### config.mk
export PLATFORM = sky130hd
export DESIGN_NAME = kstream_scrambler
export DESIGN_NICKNAME = d
export VERILOG_FILES = /design/src/rtl/kstream_pkg.sv /design/src/rtl/kstream_keystore.sv /design/src/rtl/kstream_keymgr.sv /design/src/rtl/kstream_lfsr.sv /design/src/rtl/kstream_scrambler.sv
export SDC_FILE = /design/constraint.sdc
export NUM_CORES = 1
export LEC_CHECK = 0
export CORE_MARGIN = 1
export CORE_UTILIZATION = 27
export CTS_BUF_LIST = sky130_fd_sc_hd__clkbuf_4
export CTS_CLUSTER_DIAMETER = 80
export CTS_CLUSTER_SIZE = 25
export DETAILED_ROUTE_END_ITERATION = 10
export GPL_ROUTABILITY_DRIVEN = 0
export PLACE_DENSITY = 0.48
export SLEW_MARGIN = 15
export SYNTH_ARGS = -nofsm -noshare
export SYNTH_HDL_FRONTEND = slang
export SYNTH_SLANG_ARGS = --single-unit
### constraint.sdc
create_clock -name clk -period 2.7 [get_ports clk]
set_input_delay 0.81 -clock clk [delete_from_list [all_inputs] [get_ports clk]]
set_output_delay 0.81 -clock clk [all_outputs]
set_load 0.1 [all_outputs]
### src/rtl/kstream_pkg.sv
package kstream_pkg;

    // Generator and key memory geometry
    localparam int KEY_W    = 23;
    localparam int NUM_KEYS = 8;
    localparam int SEL_W    = $clog2(NUM_KEYS);
    // Feedback tap for x^23 + x^18 + 1, counted from the output end
    localparam int TAP_POS  = KEY_W - 18;

    localparam logic [KEY_W-1:0] FALLBACK_SEED = 23'h2A5A5A;

    typedef logic [KEY_W-1:0] key_t;
    typedef logic [SEL_W-1:0] sel_t;

    typedef enum logic {
        DIR_TX = 1'b0,
        DIR_RX = 1'b1
    } dir_e;

    // Reload request passed from key manager to generator
    typedef struct packed {
        logic load;
        key_t seed;
    } reload_t;

    // Registered output bit
    typedef struct packed {
        logic valid;
        logic data;
    } obit_t;

    function automatic key_t lfsr_step(key_t s);
        return {s[0] ^ s[TAP_POS], s[KEY_W-1:1]};
    endfunction

    function automatic key_t seed_fix(key_t k);
        return (k == '0) ? FALLBACK_SEED : k;
    endfunction

endpackage

### src/rtl/kstream_keystore.sv
module kstream_keystore
    import kstream_pkg::*;
#(
    parameter int N_SLOTS = NUM_KEYS
) (
    input  logic clk,
    input  logic rst,
    input  logic wr_en,
    input  sel_t wr_addr,
    input  key_t wr_data,
    input  sel_t rd_sel,
    output key_t rd_key
);

    key_t slots [N_SLOTS];
    logic [N_SLOTS-1:0] hit;

    // One write decode per slot
    for (genvar g = 0; g < N_SLOTS; g++) begin : g_dec
        assign hit[g] = wr_en && (wr_addr == sel_t'(g));
    end

    always_ff @(posedge clk) begin
        if (rst) begin
            for (int i = 0; i < N_SLOTS; i++) slots[i] <= '0;
        end else begin
            for (int i = 0; i < N_SLOTS; i++) begin
                if (hit[i]) slots[i] <= wr_data;
            end
        end
    end

    assign rd_key = slots[rd_sel];

    p_write_lands_r8: assert property (@(posedge clk) disable iff (rst)
        wr_en |=> slots[$past(wr_addr)] == $past(wr_data))
        else $error("key write did not land");

    p_onehot_write_r8: assert property (@(posedge clk) disable iff (rst)
        $onehot0(hit))
        else $error("more than one slot written");

endmodule

### src/rtl/kstream_keymgr.sv
module kstream_keymgr
    import kstream_pkg::*;
(
    input  logic    clk,
    input  logic    rst,
    input  sel_t    code_sel,
    input  dir_e    dir,
    input  key_t    slot_key,
    output reload_t reload
);

    sel_t sel_q;
    dir_e dir_q;
    logic primed_q;
    logic sel_moved, dir_moved;

    assign sel_moved = (code_sel != sel_q);
    assign dir_moved = (dir != dir_q);

    always_ff @(posedge clk) begin
        if (rst) begin
            sel_q    <= '0;
            dir_q    <= DIR_TX;
            primed_q <= 1'b0;
        end else begin
            sel_q    <= code_sel;
            dir_q    <= dir;
            primed_q <= 1'b1;
        end
    end

    always_comb begin
        reload.load = !primed_q || sel_moved || dir_moved;
        reload.seed = seed_fix(slot_key);
    end

    p_reload_on_sel_r5: assert property (@(posedge clk) disable iff (rst)
        (!$past(rst) && code_sel != $past(code_sel)) |-> reload.load)
        else $error("code select change without reload");

    p_reload_on_dir_r6: assert property (@(posedge clk) disable iff (rst)
        (!$past(rst) && dir != $past(dir)) |-> reload.load)
        else $error("direction change without reload");

    p_seed_nonzero_r4: assert property (@(posedge clk) disable iff (rst)
        reload.load |-> reload.seed != '0)
        else $error("zero seed offered");

    p_first_load_r4: assert property (@(posedge clk) disable iff (rst)
        $past(rst) |-> reload.load)
        else $error("no load after reset");

endmodule

### src/rtl/kstream_lfsr.sv
module kstream_lfsr
    import kstream_pkg::*;
(
    input  logic    clk,
    input  logic    rst,
    input  reload_t reload,
    input  logic    adv,
    output logic    ks_bit
);

    key_t state;
    key_t eff;

    // A pending reload takes effect for a bit in the same cycle
    assign eff    = reload.load ? reload.seed : state;
    assign ks_bit = eff[0];

    always_ff @(posedge clk) begin
        if (rst)              state <= FALLBACK_SEED;
        else if (adv)         state <= lfsr_step(eff);
        else if (reload.load) state <= reload.seed;
    end

    p_never_zero_r3: assert property (@(posedge clk) disable iff (rst)
        state != '0)
        else $error("generator state is zero");

    p_hold_idle_r9: assert property (@(posedge clk) disable iff (rst)
        (!$past(rst) && !$past(adv) && !$past(reload.load)) |-> $stable(state))
        else $error("generator moved while idle");

    p_step_r3: assert property (@(posedge clk) disable iff (rst)
        (!$past(rst) && $past(adv) && !$past(reload.load)) |->
            state == {$past(state[0]) ^ $past(state[TAP_POS]), $past(state[KEY_W-1:1])})
        else $error("generator step wrong");

endmodule

### src/rtl/kstream_scrambler.sv
module kstream_scrambler
    import kstream_pkg::*;
#(
    parameter int K_W   = KEY_W,
    parameter int S_W   = SEL_W
) (
    input  logic           clk,
    input  logic           rst,
    input  logic           bit_en,
    input  logic           dir_rx,
    input  logic [S_W-1:0] code_sel,
    input  logic           din,
    input  logic           key_wr_en,
    input  logic [S_W-1:0] key_wr_addr,
    input  logic [K_W-1:0] key_wr_data,
    output logic           dout,
    output logic           dout_vld
);

    key_t    slot_key;
    reload_t reload;
    logic    ks_bit;
    obit_t   ob;
    dir_e    dir;

    assign dir = dir_e'(dir_rx);

    kstream_keystore #(.N_SLOTS(NUM_KEYS)) u_store (
        .clk     (clk),
        .rst     (rst),
        .wr_en   (key_wr_en),
        .wr_addr (key_wr_addr),
        .wr_data (key_wr_data),
        .rd_sel  (code_sel),
        .rd_key  (slot_key)
    );

    kstream_keymgr u_mgr (
        .clk      (clk),
        .rst      (rst),
        .code_sel (code_sel),
        .dir      (dir),
        .slot_key (slot_key),
        .reload   (reload)
    );

    kstream_lfsr u_gen (
        .clk    (clk),
        .rst    (rst),
        .reload (reload),
        .adv    (bit_en),
        .ks_bit (ks_bit)
    );

    // Shared combine stage for both directions
    always_ff @(posedge clk) begin
        if (rst) begin
            ob <= '0;
        end else begin
            ob.valid <= bit_en;
            if (bit_en) ob.data <= din ^ ks_bit;
        end
    end

    assign dout     = ob.data;
    assign dout_vld = ob.valid;

    p_vld_follows_en_r2: assert property (@(posedge clk) disable iff (rst)
        !$past(rst) |-> dout_vld == $past(bit_en))
        else $error("valid not aligned to enable");

    p_dout_hold_r9: assert property (@(posedge clk) disable iff (rst)
        (!$past(rst) && !$past(bit_en)) |-> $stable(dout))
        else $error("output changed without enable");

endmodule

==> metrics.md, run 1 <==
| Metric | Value |
|---|---|
| H-tree depth | `1` |
| Largest net degree at the start of global routing | `26` |
| Seq pwr share | `62.4%` |
| Final worst path period need | `2.614 ns` |
| Post-synthesis async set-or-reset flop share | `0%` |
| CP Launch Type | `primary input` |
| Sink Count | `214` |
| Synthesized Nets | `710` |
| GRT overflow | `0` |
| Routed vias/inst | `4.572` |
| Post-layout net count | `816` |
| Final Cycle Share | `96.80%` |
| Number of flops mapped to enable cells by yosys | `184` |
| Crit-path max FO | `9` |
| Mapped Area | `9329 µm²` |
| Main synth FF type | `edfxtp_1` |
| Die Ht | `187.9 µm` |
| DRT iter0 DRCs | `380` |
| Synth area leader | `edfxtp_1` |
| Hold Fails Final Rpt | `0` |
| Tot GR Track Use | `13.92%` |
| Final core utilization | `32.78%` |
| Number of hold buffers added after CTS | `0` |
| Worst Tran Pin Value | `0.7282 ns` |
| Slew margin rel. | `51.27%` |
| Synth unique cells | `45` |
| Setup WS pre-CTS | `-0.5934 ns` |
| Residual DRC | `0` |
| Core area | `33,780 µm²` |
| Sw Ratio | `26.17%` |
| Share of total power in combinational logic | `15.3%` |
| Leak | `0.004135 µW` |
| Yosys reg bits | `214` |
| Total number of vias | `5,655` |
| Mean Syn Cell Area | `13.82 µm²` |
| Pwr per Cell Area | `565.2 nW/µm²` |
| Die W | `187.9 µm` |
| Pins Over Slew Limit | `0` |
| Global-route wire length before repair | `36.94 mm` |
| Area Overhead vs Synth | `18.72%` |
| Clk_lat worst skew | `0.67 ns` |
| Root Buffer | `clkbuf_4` |
| Post-placement cell count | `1,213` |
| YS warnings | `0` |
| Area contributors post-synth | `edfxtp_1 59%, dfxtp_1 6.4%, nor2_1 6.0%` |
| PortBufs | `36` |
| Total Wirelength | `23.96 mm` |
| Worst VDD drop | `0.2442 mV` |
| Post-synth top cells | `184 x edfxtp_1, 149 x nor2_1, 57 x nand2_1` |
| Clock power share | `22.3%` |
| Share of Yosys cell area claimed by the top area cell type | `59.23%` |
| Worst min path class | `register to register` |
| Fin worst setup slack | `0.08646 ns` |
| CP required | `3.28 ns` |
| Setup violators final | `0` |
| Die area | `35,300 µm²` |
| Vias in the first global route | `5,851` |
| Antenna-violating nets left | `0` |
| Fin Setup TNS | `0 ns` |
| Initial antenna violation count | `1` |
| Max Freq | `0.3826 GHz` |
| Crit. End Element | `register` |
| Clk slew on worst S/H paths | `0.21 ns` |
| Synth Instances | `675` |
| RSZ-0062 raised after global routing | `false` |
| Worst EP arrival | `3.20 ns` |
| CTS tree | `built` |
| Drt pass-1 iters | `4` |
| Max clock buf depth | `3` |
| Routed len/inst | `19.37 µm` |
| CP Class | `primary input to register` |
| # Max-Cap Violations | `0` |
| Count leader, synth | `edfxtp_1` |
| Share of cells above drive strength 1 | `20.56%` |
| Final non-filler cell total | `1,237` |
| Int Pwr | `4621 µW` |
| Sequential element share of the synthesized area | `65.67%` |
| Worst Skew | `0.03592 ns` |
| Row count | `67` |
| DP Wirelength | `15.54 mm` |
| Num CTS Buffers | `14` |
| Postcts setup bufs | `0` |
| Status | `complete, no violations` |
| Initial Util | `27.61%` |
| # resized after CTS | `0` |
| Psw | `1638 µW` |
| Ports | `37` |
==> metal layers <==
layer / global-route usage (%) / vias to the layer above / share of wire, %
met4: 2.814 / 0 / 1.2
li1: - / 2680 / -
met3: 1.479 / 24 / 3.3
met1: 19.91 / 2856 / 47
met2: 22.79 / 95 / 48
met5: 0 / - / 0
==> critical path: stages <==
cell and delay (ns):
buf_2 0.23, buf_4 0.21, mux4_1 0.56, mux2_2 0.29
nor2_1 0.17, and4b_1 0.26, nand2_1 0.09, o211a_1 0.35
a22oi_1 0.21
==> layout make-up <==
type	instances	area [µm²]
Clock buffer	16	120.1
Multi-Input combinational cell	389	2841
Clock inverter	7	67.56
Fill cell	3316	22710
Tap cell	448	560.5
Antenna cell	1	2.502
Sequential cell	214	6126
Timing Repair Buffer	131	1241
Inverter	31	116.4
==> registers in the layout, indices dropped and copies added, names as in the netlist <==
signal	cells
u_store.slots	184
u_mgr.primed_q	1
dout_vld	1
u_mgr.dir_q	1
u_gen.state	23
u_mgr.sel_q	3
dout	1
==> cells by family after synthesis <==
kind of cell / synth area share [%]
DFF: 65.67
and+or+nand+nor: 10.41
buffers and inverters: 3.755
muxes: 14.69
xor gates and xnor gates: 0.2817
AOI/OAI and AO/OA: 5.204
==> power groups by stage <==
stage,combinational (µW),sequential (µW),clock [µW]
floorplan,496,3970,0
finish,957,3910,1400
global placement,972,3980,0
global route,1040,3930,1550
detailed placement,972,3990,0
CTS,975,3910,1460
==> cells in the final DEF, fill, tap and decap left out, drive strengths merged, types with 3 or more instances in the layout <==
master,synthesis,layout
clkinv,2,5
a21oi,3,3
a22oi,16,16
o21a,7,7
a22o,3,3
o21ai,22,22
nand3,5,5
inv,29,32
nor2,149,149
mux2,9,9
dfxtp,30,30
xor2,3,3
a211oi,11,11
and2,3,3
clkdlybuf4s50,0,31
clkbuf,21,16
nor2b,6,6
edfxtp,184,184
mux2i,39,39
nand2,57,57
mux4,36,36
buf,20,100
==> through the flow <==
stage	total power (µW)	hold slack [ns]	area (µm²)
after floorplan	4467	0.5144	9334
after global placement	4953	0.4933	10890
after CTS	6347	0.5325	11070
after detailed placement	4958	0.5082	10890
final	6260	0.5229	11080
after global routing	6528	0.5622	11080
==> path summary, 6_finish.rpt <==
path | from | end | slack [ns] | cells after the start
max reg2reg | u_store.slots[2][22]$_SDFFCE_PN0P_ | u_gen.state[1]$_SDFF_PP1_ | 0.24 | 7
max | code_sel[1] | u_gen.state[1]$_SDFF_PP1_ | 0.09 | 9
min | dout$_SDFFE_PP0P_ | dout$_SDFFE_PP0P_ | 0.52 | 2
min reg2reg | dout$_SDFFE_PP0P_ | dout$_SDFFE_PP0P_ | 0.52 | 2
Power figures use the tool's default switching activity.
==> run 2: changes to the inputs <==
RECOVER_POWER = 100   (was default)
==> run 2 against run 1 <==
  * Worst hold slack got worse by 0.00095 ns
  * Cell count unchanged
  * Register-to-register slack about the same
  * Non-clock buffer count unchanged
  * Cell area decreased by 1.3%
  * Critical path depth unchanged
  * Via count about the same
  * Critical endpoint unchanged
  * Clock skew decreased by 0.0029 ns
  * Worst setup slack got worse by 0.0067 ns
  * Global-route usage unchanged
  * Largest cell class unchanged
  * Total power decreased by 0.55%
==> metrics.md, run 2 (synthesis gave the netlist of run 1 again) <==
| Metric | Value |
|---|---|
| R2r setup slk | `0.24 ns (about the same)` |
| Most common cell after layout, fill and taps aside | `edfxtp_1` |
| Max Freq | `0.3816 GHz (-0.26%)` |
| Reg2Reg Depth | `7 (unchanged)` |
| Row count | `67 (unchanged)` |
| CP Class | `primary input to register` |
| RSZ-0062 raised after global routing | `false` |
| Largest register FFs | `184 (unchanged)` |
| Crit-path max FO | `9 (unchanged)` |
| DRT iter0 DRCs | `359 (-5.5%)` |
| Largest net degree at the start of global routing | `26 (unchanged)` |
| Post-layout net count | `816 (unchanged)` |
| Area Overhead vs Synth | `17.21%` |
| Share of cells above drive strength 1 | `19.04% (-1.5 points)` |
| GRT overflow | `0 (unchanged)` |
| Hold Fails Final Rpt | `0 (unchanged)` |
| Residual DRC | `0 (unchanged)` |
| RR Endpoint | `u_gen.state[1]$_SDFF_PP1_` |
| Clk_lat worst skew | `0.65 ns (-0.02 ns)` |
| Final Cycle Share | `97.05% (+0.25 points)` |
| Family with the most delay on the worst path | `multiplexers` |
| Antenna-violating nets left | `0 (unchanged)` |
| Worst min path class | `register to register` |
| Slowest stage delay, CP | `0.55 ns (about the same)` |
| Fin worst setup slack | `0.07975 ns (-0.006711 ns)` |
| Reg area | `6126 µm² (unchanged)` |
| Worst r2r src | `u_store.slots[0][22]$_SDFFCE_PN0P_` |
| Ports | `37 (unchanged)` |
| Worst Skew | `0.03301 ns (-0.002913 ns)` |
| Global-route wire length before repair | `36.94 mm (unchanged)` |
| Vias in the first global route | `5,851 (unchanged)` |
| Hold depth | `2 (unchanged)` |
| Buf+Inv Stages, Crit Path | `2 (unchanged)` |
| Die area | `35,300 µm² (unchanged)` |
| CTS tree | `built` |
| Num CTS Buffers | `14 (unchanged)` |
| CP Launch Type | `primary input` |
| Routed len/inst | `19.39 µm (+0.11%)` |
| Slew margin rel. | `15.54% (-36 points)` |
| Total number of vias | `5,656 (+0.018%)` |
| Sink Count | `214 (unchanged)` |
| Initial Util | `27.61% (unchanged)` |
| Max clock buf depth | `3 (unchanged)` |
| Postcts setup bufs | `0 (unchanged)` |
| Number of hold buffers added after CTS | `0 (unchanged)` |
| Multi-input logic area | `2831 µm² (-0.35%)` |
| Drt pass-1 iters | `4 (unchanged)` |
| Hold endpoint | `dout$_SDFFE_PP0P_` |
| Root Buffer | `clkbuf_4` |
| Worst hold start | `dout$_SDFFE_PP0P_` |
| Final worst path period need | `2.620 ns (+0.006711 ns)` |
| Crit. End Element | `register` |
| Leak | `0.004070 µW (-1.6%)` |
| Crit-path cells | `buf_2 -> buf_4 -> mux4_1 -> mux2_2 -> nor2_1 -> and4b_1 -> nand2_1 -> o211a_1 -> a22oi_1` |
| Worst Tran Pin Value | `1.267 ns (+0.5387 ns)` |
| Die Ht | `187.9 µm (unchanged)` |
| Setup WS pre-CTS | `-0.5934 ns (unchanged)` |
| H-tree depth | `1 (unchanged)` |
| Tot GR Track Use | `13.92% (unchanged)` |
| Slowest-stage cell, CP | `mux4_1` |
| Core area | `33,780 µm² (unchanged)` |
| Pins Over Slew Limit | `0 (unchanged)` |
| Setup violators final | `0 (unchanged)` |
| Worst EP arrival | `3.20 ns (about the same)` |
| Worst VDD drop | `0.2411 mV (-1.3%)` |
| Largest regs | `u_store.slots x184, u_gen.state x23, u_mgr.sel_q x3` |
| Clk slew on worst S/H paths | `0.21 ns (about the same)` |
| CP required | `3.27 ns (about the same)` |
| Pwr per Cell Area | `569.3 nW/µm² (+0.74%)` |
| Die W | `187.9 µm (unchanged)` |
| Overall power | `6225 µW (-0.55%)` |
| DP Wirelength | `15.54 mm (unchanged)` |
| Most flop-heavy register | `u_store.slots` |
| Commonest cells after routing, fill and taps aside | `184 x edfxtp_1, 149 x nor2_1, 63 x buf_4` |
| PortBufs | `36 (unchanged)` |
| # Max-Cap Violations | `0 (unchanged)` |
| # resized after CTS | `0 (unchanged)` |
| Total Wirelength | `23.98 mm (+0.11%)` |
| Fill cells | `3,344 (+0.84%)` |
| Routed vias/inst | `4.572 (about the same)` |
| Initial antenna violation count | `1 (unchanged)` |
| Status | `complete, no violations` |
==> run 2: changes by cell type in the layout (fill, tap and decap cells not counted), sizes merged <==
cell / delta
dlygate4sd3: +3
clkdlybuf4s50: -3
buf: -22
clkbuf: +22
==> run 2: area by class of cell <==
cell class / count / area share, %
Antenna cell: 1 / 0.02289
Clock buffer: 16 / 1.099
Clock inverter: 7 / 0.6179
Inverter: 31 / 1.064
Multi-Input combinational cell: 389 / 25.90
Sequential cell: 214 / 56.02
Tap cell: 448 / 5.126
Timing Repair Buffer: 131 / 10.15
==> run 2: worst reg2reg max path, cell delays in order (launching register included) <==
cell and delay (ns):
edfxtp_1 0.42, mux4_1 0.49, mux2_2 0.32, a311oi_1 0.25, and4b_1 0.24, nand2_1 0.08, o211a_1 0.36, a22oi_1 0.21
==> run 2: where the power goes <==
| group | switching (µW) | internal [µW] | total (µW) | leakage [µW] |
|---|---|---|---|---|
| Sequential | 68.1 | 3840 | 3910 | 0.00203 |
| Clock | 1060 | 330 | 1390 | 0.000103 |
| Combinational | 499 | 426 | 925 | 0.00193 |
==> run 2: metal layers <==
layer	track usage [%]	share of wire, %	routed length (µm)	up-vias
li1	-	-	-	2677
met1	19.91	48	11400	2857
met2	22.79	48	11410	98
met3	1.479	3.7	890	24
met4	2.814	1.2	280	0
met5	0	0	0	-
==> run 2: stage by stage <==
stage	hold WS [ns]	std cells	utilization [%]	setup TNS, ns	area [µm²]
after detailed placement	0.5082	1213	32.22	-12.21	10890
after global routing	0.5611	1237	32.37	0	10930
after floorplan	0.5144	675	-	-1.604	9334
final	0.5219	1237	32.37	0	10930
after CTS	0.5325	1236	32.78	0	11070
after global placement	0.4933	1213	32.22	-11.79	10890
==> run 2: how the worst max path moves through the flow <==
stage	startpoint	cells past startpoint	to	slack [ns]
global route	code_sel[2]	10	u_gen.state[22]$_SDFF_PP0_	0.02
global placement	code_sel[1]	9	u_gen.state[1]$_SDFF_PP1_	-0.58
floorplan	code_sel[0]	11	u_gen.state[1]$_SDFF_PP1_	-0.12
finish	code_sel[1]	9	u_gen.state[1]$_SDFF_PP1_	0.08
CTS	code_sel[1]	9	u_gen.state[1]$_SDFF_PP1_	0.12
detailed placement	code_sel[1]	9	u_gen.state[1]$_SDFF_PP1_	-0.59
